<file path="config.mk">
export PLATFORM = sky130hd
export DESIGN_NAME = ps2_scan_rx
export DESIGN_NICKNAME = d
export VERILOG_FILES = /design/src/rtl/ps2rx_pkg.sv /design/src/rtl/kb_line_sync.sv /design/src/rtl/kb_clk_filter.sv /design/src/rtl/kb_frame_shifter.sv /design/src/rtl/kb_ready_flag.sv /design/src/rtl/ps2_scan_rx.sv
export SDC_FILE = /design/constraint.sdc
export NUM_CORES = 1
export LEC_CHECK = 0
export BUFFER_PORTS_ARGS = -buffer_cell sky130_fd_sc_hd__buf_2
export CAP_MARGIN = 20
export CORE_MARGIN = 5
export CORE_UTILIZATION = 56
export DETAILED_ROUTE_END_ITERATION = 8
export PLACE_DENSITY = 0.76
export SLEW_MARGIN = 20
export SYNTH_ARGS = -nofsm -noshare
export SYNTH_HDL_FRONTEND = slang
export SYNTH_SLANG_ARGS = --single-unit
export TNS_END_PERCENT = 30
</file>
<file path="constraint.sdc">
create_clock -name clk -period 3.6 [get_ports clk]
set_clock_uncertainty 0.2 [all_clocks]
set_input_delay 0.9 -clock clk [delete_from_list [all_inputs] [get_ports clk]]
set_output_delay 0.9 -clock clk [all_outputs]
set_load 0.01 [all_outputs]
</file>
<file path="src/rtl/ps2rx_pkg.sv">
package ps2rx_pkg;
    localparam int DATA_BITS = 8;
    localparam int FILT_LEN  = 8;

    typedef enum logic [1:0] {
        RX_IDLE = 2'd0,
        RX_DATA = 2'd1,
        RX_PAR  = 2'd2,
        RX_STOP = 2'd3
    } rx_state_t;

    typedef struct packed {
        logic                 done;
        logic [DATA_BITS-1:0] data;
    } rx_byte_t;

    function automatic logic is_last_bit(input logic [$clog2(DATA_BITS)-1:0] idx);
        return idx == ($clog2(DATA_BITS))'(DATA_BITS - 1);
    endfunction
endpackage

</file>
<file path="src/rtl/kb_line_sync.sv">
module kb_line_sync #(
    parameter int WIDTH  = 2,
    parameter int STAGES = 2
) (
    input  logic             clk,
    input  logic             rst,
    input  logic [WIDTH-1:0] async_i,
    output logic [WIDTH-1:0] sync_o
);
    logic [WIDTH-1:0] stage_q [STAGES];

    generate
        for (genvar s = 0; s < STAGES; s++) begin : g_stage
            always_ff @(posedge clk) begin
                if (rst) stage_q[s] <= '1;
                else if (s == 0) stage_q[s] <= async_i;
                else stage_q[s] <= stage_q[(s == 0) ? 0 : s-1];
            end
        end
    endgenerate

    assign sync_o = stage_q[STAGES-1];
endmodule

</file>
<file path="src/rtl/kb_clk_filter.sv">
module kb_clk_filter
    import ps2rx_pkg::*;
#(
    parameter int LEN = FILT_LEN
) (
    input  logic clk,
    input  logic rst,
    input  logic line_i,
    output logic level_o,
    output logic fall_o
);
    localparam int CW = $clog2(LEN) + 1;

    logic [CW-1:0] run_q;
    logic          level_q;
    logic          fall_q;
    logic          flip;

    assign flip = (line_i != level_q) && (run_q == CW'(LEN - 1));

    always_ff @(posedge clk) begin
        if (rst) begin
            run_q   <= '0;
            level_q <= 1'b1;
            fall_q  <= 1'b0;
        end else begin
            fall_q <= flip && level_q;
            if (line_i == level_q) begin
                run_q <= '0;
            end else if (flip) begin
                run_q   <= '0;
                level_q <= line_i;
            end else begin
                run_q <= run_q + 1'b1;
            end
        end
    end

    assign level_o = level_q;
    assign fall_o  = fall_q;


    filt_follows_line_chk: assert property (@(posedge clk) disable iff (rst)
        (level_q != $past(level_q)) |-> (level_q == $past(line_i)));

    fall_only_on_drop_chk: assert property (@(posedge clk) disable iff (rst)
        fall_q |-> !level_q);
endmodule

</file>
<file path="src/rtl/kb_frame_shifter.sv">
module kb_frame_shifter
    import ps2rx_pkg::*;
(
    input  logic     clk,
    input  logic     rst,
    input  logic     fall_i,
    input  logic     data_i,
    output rx_byte_t rx_o
);
    localparam int IW = $clog2(DATA_BITS);

    rx_state_t            state_q;
    logic [IW-1:0]        idx_q;
    logic [DATA_BITS-1:0] shreg_q;
    rx_byte_t             out_q;

    always_ff @(posedge clk) begin
        if (rst) begin
            state_q <= RX_IDLE;
            idx_q   <= '0;
            shreg_q <= '0;
            out_q   <= '0;
        end else begin
            out_q.done <= 1'b0;
            if (fall_i) begin
                unique case (state_q)
                    RX_IDLE: begin
                        idx_q <= '0;
                        if (!data_i) state_q <= RX_DATA;
                    end
                    RX_DATA: begin
                        shreg_q <= {data_i, shreg_q[DATA_BITS-1:1]};
                        if (is_last_bit(idx_q)) state_q <= RX_PAR;
                        else idx_q <= idx_q + 1'b1;
                    end
                    RX_PAR: state_q <= RX_STOP;
                    RX_STOP: begin
                        state_q <= RX_IDLE;
                        if (data_i) begin
                            out_q.done <= 1'b1;
                            out_q.data <= shreg_q;
                        end
                    end
                    default: state_q <= RX_IDLE;
                endcase
            end
        end
    end

    assign rx_o = out_q;


    done_after_stop_chk: assert property (@(posedge clk) disable iff (rst)
        out_q.done |-> ($past(state_q) == RX_STOP && $past(fall_i)));

    bad_stop_drop_chk: assert property (@(posedge clk) disable iff (rst)
        (state_q == RX_STOP && fall_i && !data_i) |=> !out_q.done);

    no_false_start_chk: assert property (@(posedge clk) disable iff (rst)
        (state_q == RX_IDLE && fall_i && data_i) |=> state_q == RX_IDLE);
endmodule

</file>
<file path="src/rtl/kb_ready_flag.sv">
module kb_ready_flag
    import ps2rx_pkg::*;
(
    input  logic                 clk,
    input  logic                 rst,
    input  rx_byte_t             rx_i,
    input  logic                 rd_i,
    output logic [DATA_BITS-1:0] code_o,
    output logic                 ready_o
);
    logic [DATA_BITS-1:0] code_q;
    logic                 ready_q;

    always_ff @(posedge clk) begin
        if (rst) begin
            code_q  <= '0;
            ready_q <= 1'b0;
        end else if (rx_i.done) begin
            code_q  <= rx_i.data;
            ready_q <= 1'b1;
        end else if (rd_i) begin
            ready_q <= 1'b0;
        end
    end

    assign code_o  = code_q;
    assign ready_o = ready_q;


    set_wins_chk: assert property (@(posedge clk) disable iff (rst)
        rx_i.done |=> (ready_q && code_q == $past(rx_i.data)));

    read_clears_chk: assert property (@(posedge clk) disable iff (rst)
        (rd_i && !rx_i.done) |=> (!ready_q && $stable(code_q)));

    rise_needs_byte_chk: assert property (@(posedge clk) disable iff (rst)
        $rose(ready_q) |-> $past(rx_i.done));
endmodule

</file>
<file path="src/rtl/ps2_scan_rx.sv">
module ps2_scan_rx
    import ps2rx_pkg::*;
(
    input  logic       clk,
    input  logic       rst,
    input  logic       kb_clk_i,
    input  logic       kb_data_i,
    input  logic       rd_i,
    output logic [7:0] code_o,
    output logic       ready_o
);
    logic [1:0] synced;
    logic       filt_level;
    logic       filt_fall;
    rx_byte_t   rx_byte;

    kb_line_sync #(.WIDTH(2), .STAGES(2)) u_sync (
        .clk     (clk),
        .rst     (rst),
        .async_i ({kb_data_i, kb_clk_i}),
        .sync_o  (synced)
    );

    kb_clk_filter #(.LEN(FILT_LEN)) u_filt (
        .clk     (clk),
        .rst     (rst),
        .line_i  (synced[0]),
        .level_o (filt_level),
        .fall_o  (filt_fall)
    );

    kb_frame_shifter u_shift (
        .clk    (clk),
        .rst    (rst),
        .fall_i (filt_fall),
        .data_i (synced[1]),
        .rx_o   (rx_byte)
    );

    kb_ready_flag u_flag (
        .clk     (clk),
        .rst     (rst),
        .rx_i    (rx_byte),
        .rd_i    (rd_i),
        .code_o  (code_o),
        .ready_o (ready_o)
    );


    reset_idle_chk: assert property (@(posedge clk)
        $past(rst) |-> (!ready_o && code_o == 8'h00));

    filt_idle_high_chk: assert property (@(posedge clk)
        $past(rst) |-> filt_level);
endmodule

</file>
# --- After elaboration in Yosys (flattened, before gate mapping) ---
# Memories as Yosys holds them, arrays and structs flattened.
# Cells that the tools add are included.
word_totals:
  ram_bits: 4
  n_memories: 1
  in_bits: 5
  ff_bits: 37
mem_list:
  columns: ["memory", "depth", "word_bits", "rd", "rd_clocked_by_memory_dff", "wr", "line", "rtl"]
  rows:
  - ["u_sync.stage_q", 2, 2, 2, 0, 2, "kb_line_sync.sv:10", "logic [WIDTH-1:0] stage_q [STAGES];"]
classes:
  n_mux: 13
  bitwise_logic: 5
  add_sub_neg: 2
  eq_ne: 10
  n_reduce_logical: 12
ops:
  columns: ["op", "n"]
  rows:
  - ["$mux W9", 1]
  - ["$reduce_and A3 Y1", 3]
  - ["$mux W2", 4]
  - ["$pmux W2 S4", 1]
  - ["$pmux W3 S2", 1]
  - ["$reduce_or A3 Y1", 2]
  - ["$mux W1", 5]
  - ["$add A4 B1 Y4 const B", 1]
  - ["$eq A2 B2 Y1 const B", 2]
  - ["$eq A4 B3 Y1 const B", 1]
  - ["$ne A2 B2 Y1 const B", 2]
  - ["$reduce_and A2 Y1", 2]
  - ["$reduce_bool A2 Y1", 2]
  - ["$add A3 B1 Y3 const B", 1]
  - ["$eq A3 B3 Y1 const B", 1]
  - ["$mux W3", 1]
  - ["$not A1 Y1", 3]
  - ["$eq A2 B1 Y1 const B", 1]
  - ["$logic_and A1 B1 Y1", 2]
  - ["$logic_not A2 Y1", 1]
  - ["$ne A2 B1 Y1 const B", 1]
  - ["$or A1 B1 Y1", 2]
  - ["$eq A1 B1 Y1", 1]
  - ["$ne A1 B1 Y1", 1]

# --- Longest topological paths before layout ---
depth:
  depth_word: 3
  ltp_mapped: 6
  depth_no_buf: 5

# --- Cells and area by module ---
# From an unflattened synthesis, not the netlist that was laid out.
unflattened:
  cells_unflattened: 164
  hier_area_um2: 1594.0
by_module_without_submodules:
  columns: ["module", "n_inst", "cells_each", "area_each_um2"]
  rows:
  - ["kb_frame_shifter", 1, 104, 919.6]
  - ["kb_ready_flag", 1, 30, 321.6]
  - ["kb_clk_filter", 1, 22, 247.7]
  - ["kb_line_sync", 1, 8, 105.1]

# --- Worst setup path before layout ---
# Ideal clock, no wire load.
synth_timing:
  path_type: "input to register"
  start: "input port rst"
  end: "memory u_sync.stage_q[0][0]"
  stages: 2
  path_slack_ns: 1.964
  arrival_ns: 1.313
  n_path_buf: 1
  cell_sequence: "buf_2 or2_2"
synth_rtl:
  columns: ["item", "line", "rtl"]
  rows:
  - ["start, declared", "ps2_scan_rx.sv:5", "input logic rst,"]
  - ["end, declared", "kb_line_sync.sv:10", null]

# --- Final worst setup path ---
layout_timing:
  start: "register u_flag.code_q[1] (netlist: u_flag.code_o[1])"
  end: "output port code_o[1]"
layout_rtl:
  columns: ["item", "line", "rtl"]
  rows:
  - ["start, declared", "kb_ready_flag.sv:11", "logic [DATA_BITS-1:0] code_q;"]
  - ["start signal, assigned", "kb_ready_flag.sv:19", "code_q <= rx_i.data;"]
  - ["end, declared", "ps2_scan_rx.sv:9", "output logic [7:0] code_o,"]
# No word-level cell between the ends.

==> results.cfg <==
[place]
port_buffers = 13
postPlaceCellArea_um2 = 1640
dp_hpwl_um = 1820
place_congestion = 0.726

[sta]
relSlewSlack = 0.568
drv_slew = 0
finalCritPeriodShare = 0.534
setup_tns_ns = 0
worstMarginPinSlew_ns = 0.648
finalSetupViolCount = 0
rsz0062_at_grt = false
fin_crit_ns = 1.92
hold_viol = 0
fmax_mhz = 520

[worst_setup_path]
crit_arrival_ns = 0.82
cp.required_ns = 2.50
start_kind = register
worst-setup-path-type = reg -> out
cp_slowest_stage_delay_ns = 0.36
worst-path-buf-inv = 1
end_kind = primary output
path_delay_family = flip-flops
crit_slowest_cell = dfxtp_1
worstPathCellList = buf_2
path_max_fanout = 2

[synth]
synthesis.nets = 186
yosysSeqAreaShare = 0.517
synth_cell_types = 26
synth_top_flop_cell = dfxtp_1
synth_edf_count = 0
netlist_area_um2 = 1590
yosysTopAreaCell = dfxtp_1
async_flop_share = 0
netlist_instances = 173
synthTopCellsByArea = dfxtp_1 (52%), nand2_1 (6.9%), ha_1 (6.3%)
synth_most_common_cell = dfxtp_1
yosys-top-cells-count = dfxtp_1 (41), nand2_1 (29), a21oi_1 (17)
yosys_warnings = 0
netlist.area_leader.share = 0.517
ys_seq_elements = 41
syn_area_per_cell_um2 = 9.18

[clock_tree]
clock_latency_ns = 0.33
clkSinkCount = 41
path_clk_slew_ns = 0.12
post_cts_resized = 0
cts_buffers = 5
cts_tree = built
cts_max_level = 2
cts_hold_buf = 0
cts_max_path_buffers = 2
cts_post_setup_buffers_inserted = 0
clockRootBuffer = clkbuf_4

[global_route]
grtUsageTotal = 0.146
overflow = 0
antenna_found_initial = 0
grt_max_degree = 41
grt_pass1_wl_um = 4680
grt_pass1_vias = 1102

[pwr]
p_leak_nw = 0.670
p_per_area_nw_per_um2 = 449
vdd_ir_drop_max_uv = 380

[die]
core_um2 = 2730
ioPinCount = 14
rows = 19
die-area_um2 = 4000
die_h_um = 63.2
start_util = 0.581
die_w_um = 63.2

[routing]
antenna_left = 0
viasPerCell = 5.37
drt_wl_total_um = 2550
drc = 0
drt_iter0_drc = 24
drt-pass1-iter-count = 4
wire_per_inst_um = 11.8
vias = 1159

[layout]
final_nets = 197
syn_to_final_growth_pct = 8.83
nFillCells = 241
drive_gt1_frac = 0.141
design_area_um2 = 1730
diodes = 0

[run_status]
outcome = finished clean

[run]
maxCapViolCount = 0

[min_path]
hp-class = reg -> reg
[cell type report]
cell class                      count  area [um2]  share of cell area
Timing Repair Buffer               13        65.1              0.0377
Multi-Input combinational cell    118         696               0.403
Clock buffer                        6        51.3              0.0297
Tap cell                           31        38.8              0.0224
Inverter                            5        18.8              0.0109
Sequential cell                    41         821               0.475
Clock inverter                      2        37.5              0.0217
[cell usage in the layout (no fill, tap or decap)]
cell,instances
and3_1,2
a211o_1,1
nor4b_1,1
nand3b_1,3
o21ai_0,1
and3b_1,1
clkbuf_8,1
buf_2,13
dfxtp_1,41
clkbuf_4,5
ha_1,8
inv_1,5
nor2_1,15
a21oi_1,17
nand3_1,15
nand2b_4,1
mux2i_1,8
xor2_1,3
a211oi_1,1
a31oi_1,4
nor2b_1,2
nand4_1,1
o31ai_1,1
nand2_1,29
clkinvlp_4,1
or2_2,4
bufinv_16,1
[worst paths after layout]
check | start | slack (ns) | depth (start not counted) | end
hold reg to reg | u_sync.stage_q[0][0] | 0.22 | 1 | u_sync.stage_q[1][0]
setup reg to reg | u_shift.state_q[1] | 1.74 | 5 | u_shift.shreg_q[4]
setup / recovery | u_flag.code_o[1] | 1.68 | 1 | code_o[1]
hold / removal | u_sync.stage_q[0][0] | 0.22 | 1 | u_sync.stage_q[1][0]
[kinds of logic (layout without fill, tap and decap cells)]
logic type | after synthesis | in the layout | synth area share
multiplexers | 8 | 8 | 0.0504
buffers and inverters | 14 | 26 | 0.0449
AND/OR/NAND/NOR | 74 | 74 | 0.221
adder cells (fa/ha/maj) | 8 | 8 | 0.0630
XOR/XNOR | 3 | 3 | 0.0166
flip-flops | 41 | 41 | 0.517
AO/OA/AOI/OAI | 25 | 25 | 0.0875
[power breakdown]
part	internal, mW	switching, mW
Sequential	0.456	0.00130
Clock	0.165	0.141
Combinational	0.00389	0.00790
[layer usage]
| metal | global-route usage | vias to the layer above | share of wire |
|---|---|---|---|
| met5 | 0 | - | 0 |
| met2 | 0.237 | 25 | 0.50 |
| met1 | 0.173 | 525 | 0.44 |
| li1 | - | 607 | - |
| met3 | 0.0426 | 2 | 0.044 |
| met4 | 0.0779 | 0 | 0.0094 |
[stage by stage]
step	cells	hold slack (ns)	total power [mW]	worst slack, ns	utilization
2_1_floorplan	173	0.189	0.476	1.96	-
3_3_place_gp	208	0.192	0.479	1.61	0.600
3_5_place_dp	208	0.192	0.479	1.54	0.600
4_1_cts	216	0.219	0.785	1.66	0.632
5_1_grt	216	0.239	0.813	1.55	0.632
6_report	216	0.218	0.775	1.68	0.632
[flip-flops by register name, indices dropped and copies added, names as in the netlist]
name             flops
u_filt.fall_o        1
u_filt.level_o       1
u_flag.ready_o       1
u_flag.code_o        8
u_shift.shreg_q      8
u_shift.state_q      2
u_filt.run_q         4
u_shift.rx_o         9
u_sync.stage_q       4
u_shift.idx_q        3
(Power assumes the default switching activity.)
